`src/rtl/gxbar_pkg.sv`:
```
package gxbar_pkg;
    localparam int LANE_W      = 8;   // byte lane per selector
    localparam int OE_SEL_W    = 6;   // significant bits of an enable lane
    localparam int SRC_OFFSET  = 2;   // first code that names a real source
    localparam int OUT_LOW     = 0;
    localparam int OUT_HIGH    = 1;
    localparam int OE_ON       = 0;
    localparam int OE_OFF      = 1;
    localparam int IN_ZERO     = 0;
    localparam int IN_ONE      = 1;
endpackage

```
`src/rtl/gxbar_cfg_regs.sv`:
```
module gxbar_cfg_regs
    import gxbar_pkg::*;
#(
    parameter int NUM_PADS   = 16,
    parameter int NUM_PERIPH = 16,
    parameter int ADDR_W     = 8,
    parameter int OUT_BASE   = 'h00,
    parameter int OE_BASE    = 'h40,
    parameter int IN_BASE    = 'h80,
    parameter int LVL_BASE   = 'hC0
) (
    input  logic                                  clk,
    input  logic                                  rst_n,
    input  logic                                  we,
    input  logic [ADDR_W-1:0]                     addr,
    input  logic [3:0]                            be,
    input  logic [31:0]                           wdata,
    input  logic [NUM_PADS-1:0]                   pad_in,
    output logic [31:0]                           rdata,
    output logic [NUM_PADS-1:0][LANE_W-1:0]       osel,
    output logic [NUM_PADS-1:0][OE_SEL_W-1:0]     oesel,
    output logic [NUM_PERIPH-1:0][LANE_W-1:0]     isel
);
    localparam int OUT_WB = OUT_BASE / 4;
    localparam int OE_WB  = OE_BASE / 4;
    localparam int IN_WB  = IN_BASE / 4;
    localparam int LVL_WB = LVL_BASE / 4;

    typedef struct packed {
        logic [NUM_PADS-1:0][LANE_W-1:0]   osel;
        logic [NUM_PADS-1:0][OE_SEL_W-1:0] oesel;
        logic [NUM_PERIPH-1:0][LANE_W-1:0] isel;
    } cfg_t;

    cfg_t cfg_d, cfg_q, cfg_rst;
    int   word_idx;

    assign word_idx = int'(addr[ADDR_W-1:2]);

    always_comb begin
        cfg_rst = '0;
        for (int p = 0; p < NUM_PADS; p++) begin
            cfg_rst.osel[p]  = LANE_W'(OUT_LOW);
            cfg_rst.oesel[p] = OE_SEL_W'(OE_OFF);
        end
        for (int i = 0; i < NUM_PERIPH; i++) begin
            cfg_rst.isel[i] = LANE_W'(IN_ZERO);
        end
    end

    // next-state: byte-lane writes, untouched lanes keep their value
    always_comb begin
        cfg_d = cfg_q;
        if (we) begin
            for (int p = 0; p < NUM_PADS; p++) begin
                if (word_idx == OUT_WB + p / 4 && be[p % 4])
                    cfg_d.osel[p] = wdata[8*(p%4) +: LANE_W];
                if (word_idx == OE_WB + p / 4 && be[p % 4])
                    cfg_d.oesel[p] = wdata[8*(p%4) +: OE_SEL_W];
            end
            for (int i = 0; i < NUM_PERIPH; i++) begin
                if (word_idx == IN_WB + i / 4 && be[i % 4])
                    cfg_d.isel[i] = wdata[8*(i%4) +: LANE_W];
            end
        end
    end

    always_ff @(posedge clk or negedge rst_n) begin
        if (!rst_n) cfg_q <= cfg_rst;
        else        cfg_q <= cfg_d;
    end

    // read mux, unmapped words return zero
    always_comb begin
        rdata = '0;
        for (int p = 0; p < NUM_PADS; p++) begin
            if (word_idx == OUT_WB + p / 4)
                rdata[8*(p%4) +: LANE_W] = cfg_q.osel[p];
            if (word_idx == OE_WB + p / 4)
                rdata[8*(p%4) +: LANE_W] = {{(LANE_W-OE_SEL_W){1'b0}}, cfg_q.oesel[p]};
            if (word_idx == LVL_WB + p / 32)
                rdata[p%32] = pad_in[p];
        end
        for (int i = 0; i < NUM_PERIPH; i++) begin
            if (word_idx == IN_WB + i / 4)
                rdata[8*(i%4) +: LANE_W] = cfg_q.isel[i];
        end
    end

    assign osel  = cfg_q.osel;
    assign oesel = cfg_q.oesel;
    assign isel  = cfg_q.isel;
endmodule

```
`src/rtl/gxbar_pad_route.sv`:
```
module gxbar_pad_route
    import gxbar_pkg::*;
#(
    parameter int NUM_PADS     = 16,
    parameter int NUM_CORE_OUT = 32,
    parameter int NUM_CORE_OE  = 32
) (
    input  logic [NUM_PADS-1:0][LANE_W-1:0]   osel,
    input  logic [NUM_PADS-1:0][OE_SEL_W-1:0] oesel,
    input  logic [NUM_CORE_OUT-1:0]           core_out,
    input  logic [NUM_CORE_OE-1:0]            core_oe,
    output logic [NUM_PADS-1:0]               pad_out,
    output logic [NUM_PADS-1:0]               pad_oe
);
    for (genvar p = 0; p < NUM_PADS; p++) begin : g_pad
        always_comb begin
            pad_out[p] = 1'b0;
            if (int'(osel[p]) == OUT_HIGH) pad_out[p] = 1'b1;
            for (int k = 0; k < NUM_CORE_OUT; k++) begin
                if (int'(osel[p]) == k + SRC_OFFSET) pad_out[p] = core_out[k];
            end
        end
        always_comb begin
            pad_oe[p] = 1'b0;
            if (int'(oesel[p]) == OE_ON) pad_oe[p] = 1'b1;
            for (int k = 0; k < NUM_CORE_OE; k++) begin
                if (int'(oesel[p]) == k + SRC_OFFSET) pad_oe[p] = core_oe[k];
            end
        end
    end
endmodule

```
`src/rtl/gxbar_periph_route.sv`:
```
module gxbar_periph_route
    import gxbar_pkg::*;
#(
    parameter int NUM_PADS   = 16,
    parameter int NUM_PERIPH = 16
) (
    input  logic [NUM_PERIPH-1:0][LANE_W-1:0] isel,
    input  logic [NUM_PADS-1:0]               pad_in,
    output logic [NUM_PERIPH-1:0]             periph_in
);
    for (genvar i = 0; i < NUM_PERIPH; i++) begin : g_in
        always_comb begin
            periph_in[i] = 1'b0;
            if (int'(isel[i]) == IN_ONE) periph_in[i] = 1'b1;
            for (int p = 0; p < NUM_PADS; p++) begin
                if (int'(isel[i]) == p + SRC_OFFSET) periph_in[i] = pad_in[p];
            end
        end
    end
endmodule

```
`src/rtl/gxbar_top.sv`:
```
module gxbar_top
    import gxbar_pkg::*;
#(
    parameter int NUM_PADS     = 16,
    parameter int NUM_CORE_OUT = 32,
    parameter int NUM_CORE_OE  = 32,
    parameter int NUM_PERIPH   = 16,
    parameter int ADDR_W       = 8
) (
    input  logic                    clk,
    input  logic                    rst_n,
    input  logic                    reg_we,
    input  logic [ADDR_W-1:0]       reg_addr,
    input  logic [3:0]              reg_be,
    input  logic [31:0]             reg_wdata,
    output logic [31:0]             reg_rdata,
    input  logic [NUM_CORE_OUT-1:0] core_out,
    input  logic [NUM_CORE_OE-1:0]  core_oe,
    input  logic [NUM_PADS-1:0]     pad_in,
    output logic [NUM_PADS-1:0]     pad_out,
    output logic [NUM_PADS-1:0]     pad_oe,
    output logic [NUM_PERIPH-1:0]   periph_in
);
    logic [NUM_PADS-1:0][LANE_W-1:0]   osel_w;
    logic [NUM_PADS-1:0][OE_SEL_W-1:0] oesel_w;
    logic [NUM_PERIPH-1:0][LANE_W-1:0] isel_w;

    gxbar_cfg_regs #(
        .NUM_PADS(NUM_PADS), .NUM_PERIPH(NUM_PERIPH), .ADDR_W(ADDR_W)
    ) u_regs (
        .clk(clk), .rst_n(rst_n), .we(reg_we), .addr(reg_addr), .be(reg_be),
        .wdata(reg_wdata), .pad_in(pad_in), .rdata(reg_rdata),
        .osel(osel_w), .oesel(oesel_w), .isel(isel_w)
    );

    gxbar_pad_route #(
        .NUM_PADS(NUM_PADS), .NUM_CORE_OUT(NUM_CORE_OUT), .NUM_CORE_OE(NUM_CORE_OE)
    ) u_pad (
        .osel(osel_w), .oesel(oesel_w), .core_out(core_out), .core_oe(core_oe),
        .pad_out(pad_out), .pad_oe(pad_oe)
    );

    gxbar_periph_route #(
        .NUM_PADS(NUM_PADS), .NUM_PERIPH(NUM_PERIPH)
    ) u_periph (
        .isel(isel_w), .pad_in(pad_in), .periph_in(periph_in)
    );
endmodule

```
`config.mk`:
```
export PLATFORM = sky130hd
export DESIGN_NAME = gxbar_top
export DESIGN_NICKNAME = d
export VERILOG_FILES = /design/src/rtl/gxbar_pkg.sv /design/src/rtl/gxbar_cfg_regs.sv /design/src/rtl/gxbar_pad_route.sv /design/src/rtl/gxbar_periph_route.sv /design/src/rtl/gxbar_top.sv
export SDC_FILE = /design/constraint.sdc
export NUM_CORES = 1
export LEC_CHECK = 0
export BUFFER_PORTS_ARGS = -buffer_cell sky130_fd_sc_hd__buf_4
export CELL_PAD_IN_SITES_DETAIL_PLACEMENT = 0
export CELL_PAD_IN_SITES_GLOBAL_PLACEMENT = 1
export CORE_MARGIN = 10
export CORE_UTILIZATION = 30
export CTS_BUF_LIST = sky130_fd_sc_hd__clkbuf_16
export DETAILED_ROUTE_END_ITERATION = 8
export MAX_ROUTING_LAYER = met4
export PLACE_DENSITY_LB_ADDON = 0.2
export SYNTH_ARGS = -nofsm -noshare
export SYNTH_HDL_FRONTEND = slang
export SYNTH_SLANG_ARGS = --single-unit
```
`constraint.sdc`:
```
create_clock -name clk -period 3 [get_ports clk]
set_input_delay 0.15 -clock clk [delete_from_list [all_inputs] [get_ports clk]]
set_output_delay 0.15 -clock clk [all_outputs]
set_load 0.02 [all_outputs]
```
==> run metrics <==
worst-path fanout max 5; gr ovfl total 0; router iterations before antenna repair 9; Setup Total Neg Slack -0.294 ns; most common flop cell mapped by yosys dfrtp_1; drt wl/cell 31.7 um; Layout Cells excl Fill between 5000 and 6000; first-pass GRT wire length 265000 um; Req. time, crit path 2.85 ns; Final #Nets 4509; worst hold slack 0.0709 ns; CP max stage cell dfrtp_1; GRT Util Overall 0.291; CTS Buffer Depth 3; Max transition margin 0.146; CTS tree yes; R2R depth 3; hpwl dp 131000 um; synthesis-to-layout area growth 19.5%; Max Cap Viol 0; final WL 188000 um; cell repeated most along the worst path nor3_1; Yosys Warn Count 0; critical hold path startpoint reg_wdata[20]; Final setup viols 3; Worst-Margin Slew 1.28 ns; DRT iter0 DRCs between 4000 and 5000; clk sinks 352; FMAX 0.320 GHz; CTS Buf Count 45; commonest cells after routing, fill and taps aside buf_4 (493), mux2_2 (366), nand2_1 (362); antenna violations before repair 14; Clock H-tree levels 2; Tmin final ~3.1 ns; Hold Crit Class in -> reg; Worst Path Arrival 2.97 ns; Synth Net Count 4384; clk_skew 0 ns; worst r2r dst u_regs.oesel[84]; Seq/Total Area, Yosys 0.261; Post-synth EDFFs 0; final cycle utilization of the critical path 1.04; placed cells 5746; pin count of the biggest net entering global routing 90; RD Place Congestion 0.977; Post-route DRC 0; # rows 123; Hold Path Cell Cnt 2; die height 356 um; # port buffers ~200; asr flop ratio synth 1.00; Post-Syn Instances 4257; Critical Path Start Type register; fraction of layout cells with a size suffix above 1 0.271; Crit Reg-Reg Startpoint u_regs.oesel[84]; Tot Pwr 0.0186 W; failing checks negative setup slack; Worst Setup Path Type reg -> out; post-synthesis cell type count between 80 and 90; Hold Violations, Final 0; Via Count around 38000; static leakage 15.8 nW; Antenna Nets Post-Route 0; Mapped Avg Cell Area approximately 8 um^2; CP Launch Point u_regs.osel[92]; Slew Limit Fails 0; Die ar. 127000 um^2; Initial Util 0.301; Synth Register Bits 352; clock transition at the registers of the reported paths 0.06 ns; root buf cell clkbuf_16; area of the mapped netlist 33800 um^2; Worst path max stage delay 0.55 ns; vias in the first global route approximately 35000; Peak VDD IR 0.000395 V; PwrDens 461 nW/um^2; I/O pin cnt 207; slack of the worst reg-to-reg path 1.66 ns; final worst setup slack -0.120 ns; Clock Latency Late Sink slightly above 0.6 ns; Worst Hold End u_regs.osel[20]; Die Span X 356 um; commonest non-fill, non-tap cell in the layout buf_4; DR vias/cell 6.35; critical path, cell by cell nor3_1 > buf_4 > and4_1 > a21oi_1 > a32oi_1 > nor3_1 > or4_4 > buf_6; RSZ-0062 raised after global routing true; status finished with violations; Core Box Area 112000 um^2; Worst Setup End Kind output pin
cell type report:
type                            instances  area [um^2]
Antenna cell                           10         25.0
Clock buffer                           45         1130
Sequential cell                       352         8950
Multi-Input combinational cell       3313        23100
Timing Repair Buffer                  554         4470
Tap cell                             1500         1880
Inverter                              116          447
Clock inverter                         38          387
Fill cell                           11700        71800
worst max-delay path, delay by kind of cell (launching register included):
family          cells  cell delay, ns
buf+inv             2            0.36
flops               1            0.55
simple gates        4            1.14
compound gates      2            0.30
layer usage:
metal | track usage | vias to the layer above | wire, um
met2 | 0.450 | 2046 | 85000
met1 | 0.365 | 18700 | 76800
li1 | - | 16400 | -
met5 | - | - | 0
met4 | 0.140 | 0 | 10600
met3 | 0.0505 | 471 | 15700
flip-flops by register name, summed over array words and instances (netlist names):
name and flops:
u_regs.isel 128, u_regs.osel 128, u_regs.oesel 96
worst max path at each step:
stage / to / cells after the start
2_1_floorplan: periph_in[15] / 6
3_3_place_gp: reg_rdata[13] / 12
3_5_place_dp: reg_rdata[13] / 12
4_1_cts: pad_out[11] / 7
5_1_grt: pad_out[11] / 9
6_report: pad_out[11] / 8
stage by stage:
step           setup WS, ns  area [um^2]   util
2_1_floorplan         0.405        33800      -
3_3_place_gp          0.164        37600  0.335
3_5_place_dp          0.119        37600  0.335
4_1_cts              -0.144        39800  0.355
5_1_grt              -0.210        40400  0.360
6_report             -0.120        40400  0.360
cell families after synthesis:
kind of cell	count (synthesis)	synth area share
AO/OA/AOI/OAI	1387	0.271
flip-flops	352	0.261
multiplexers	556	0.200
buffers and inverters	592	0.0664
AND/OR/NAND/NOR	1369	0.202
XOR/XNOR	1	0.000259
timing repair:
| item | in CTS | in global routing |
|---|---|---|
| gates resized for setup | 68 | 115 |
| pin swaps | 12 | 24 |
| endpoints found under the hold margin | 228 | 0 |
| setup endpoints to repair | 33 | 40 |
| hold buffers | 32 | 0 |
| setup buffers | 31 | 27 |
| gates cloned | 0 | 0 |
report_power, final:
group / leakage [nW] / internal, W / switching, W
Combinational: 10.5 / 0.00269 / 0.00380
Clock: 0.758 / 0.00328 / 0.00247
Sequential: 4.52 / 0.00520 / 0.00118
cell usage after synthesis, types with 56 or more instances:
master,number,area share
clkbuf_1,426,0.047
nor2_1,306,0.034
nor3_1,133,0.020
nand2b_1,81,0.015
o211ai_1,63,0.014
dfrtp_1,336,0.25
nand2_1,364,0.040
o21ai_0,360,0.053
mux2i_1,131,0.039
a31oi_1,71,0.013
mux4_2,56,0.037
o22ai_1,76,0.014
a21oi_1,272,0.040
nor2b_1,86,0.016
mux2_2,367,0.12
a22oi_1,84,0.019
inv_1,111,0.012
nand3_1,122,0.018
(Power assumes the default switching activity.)
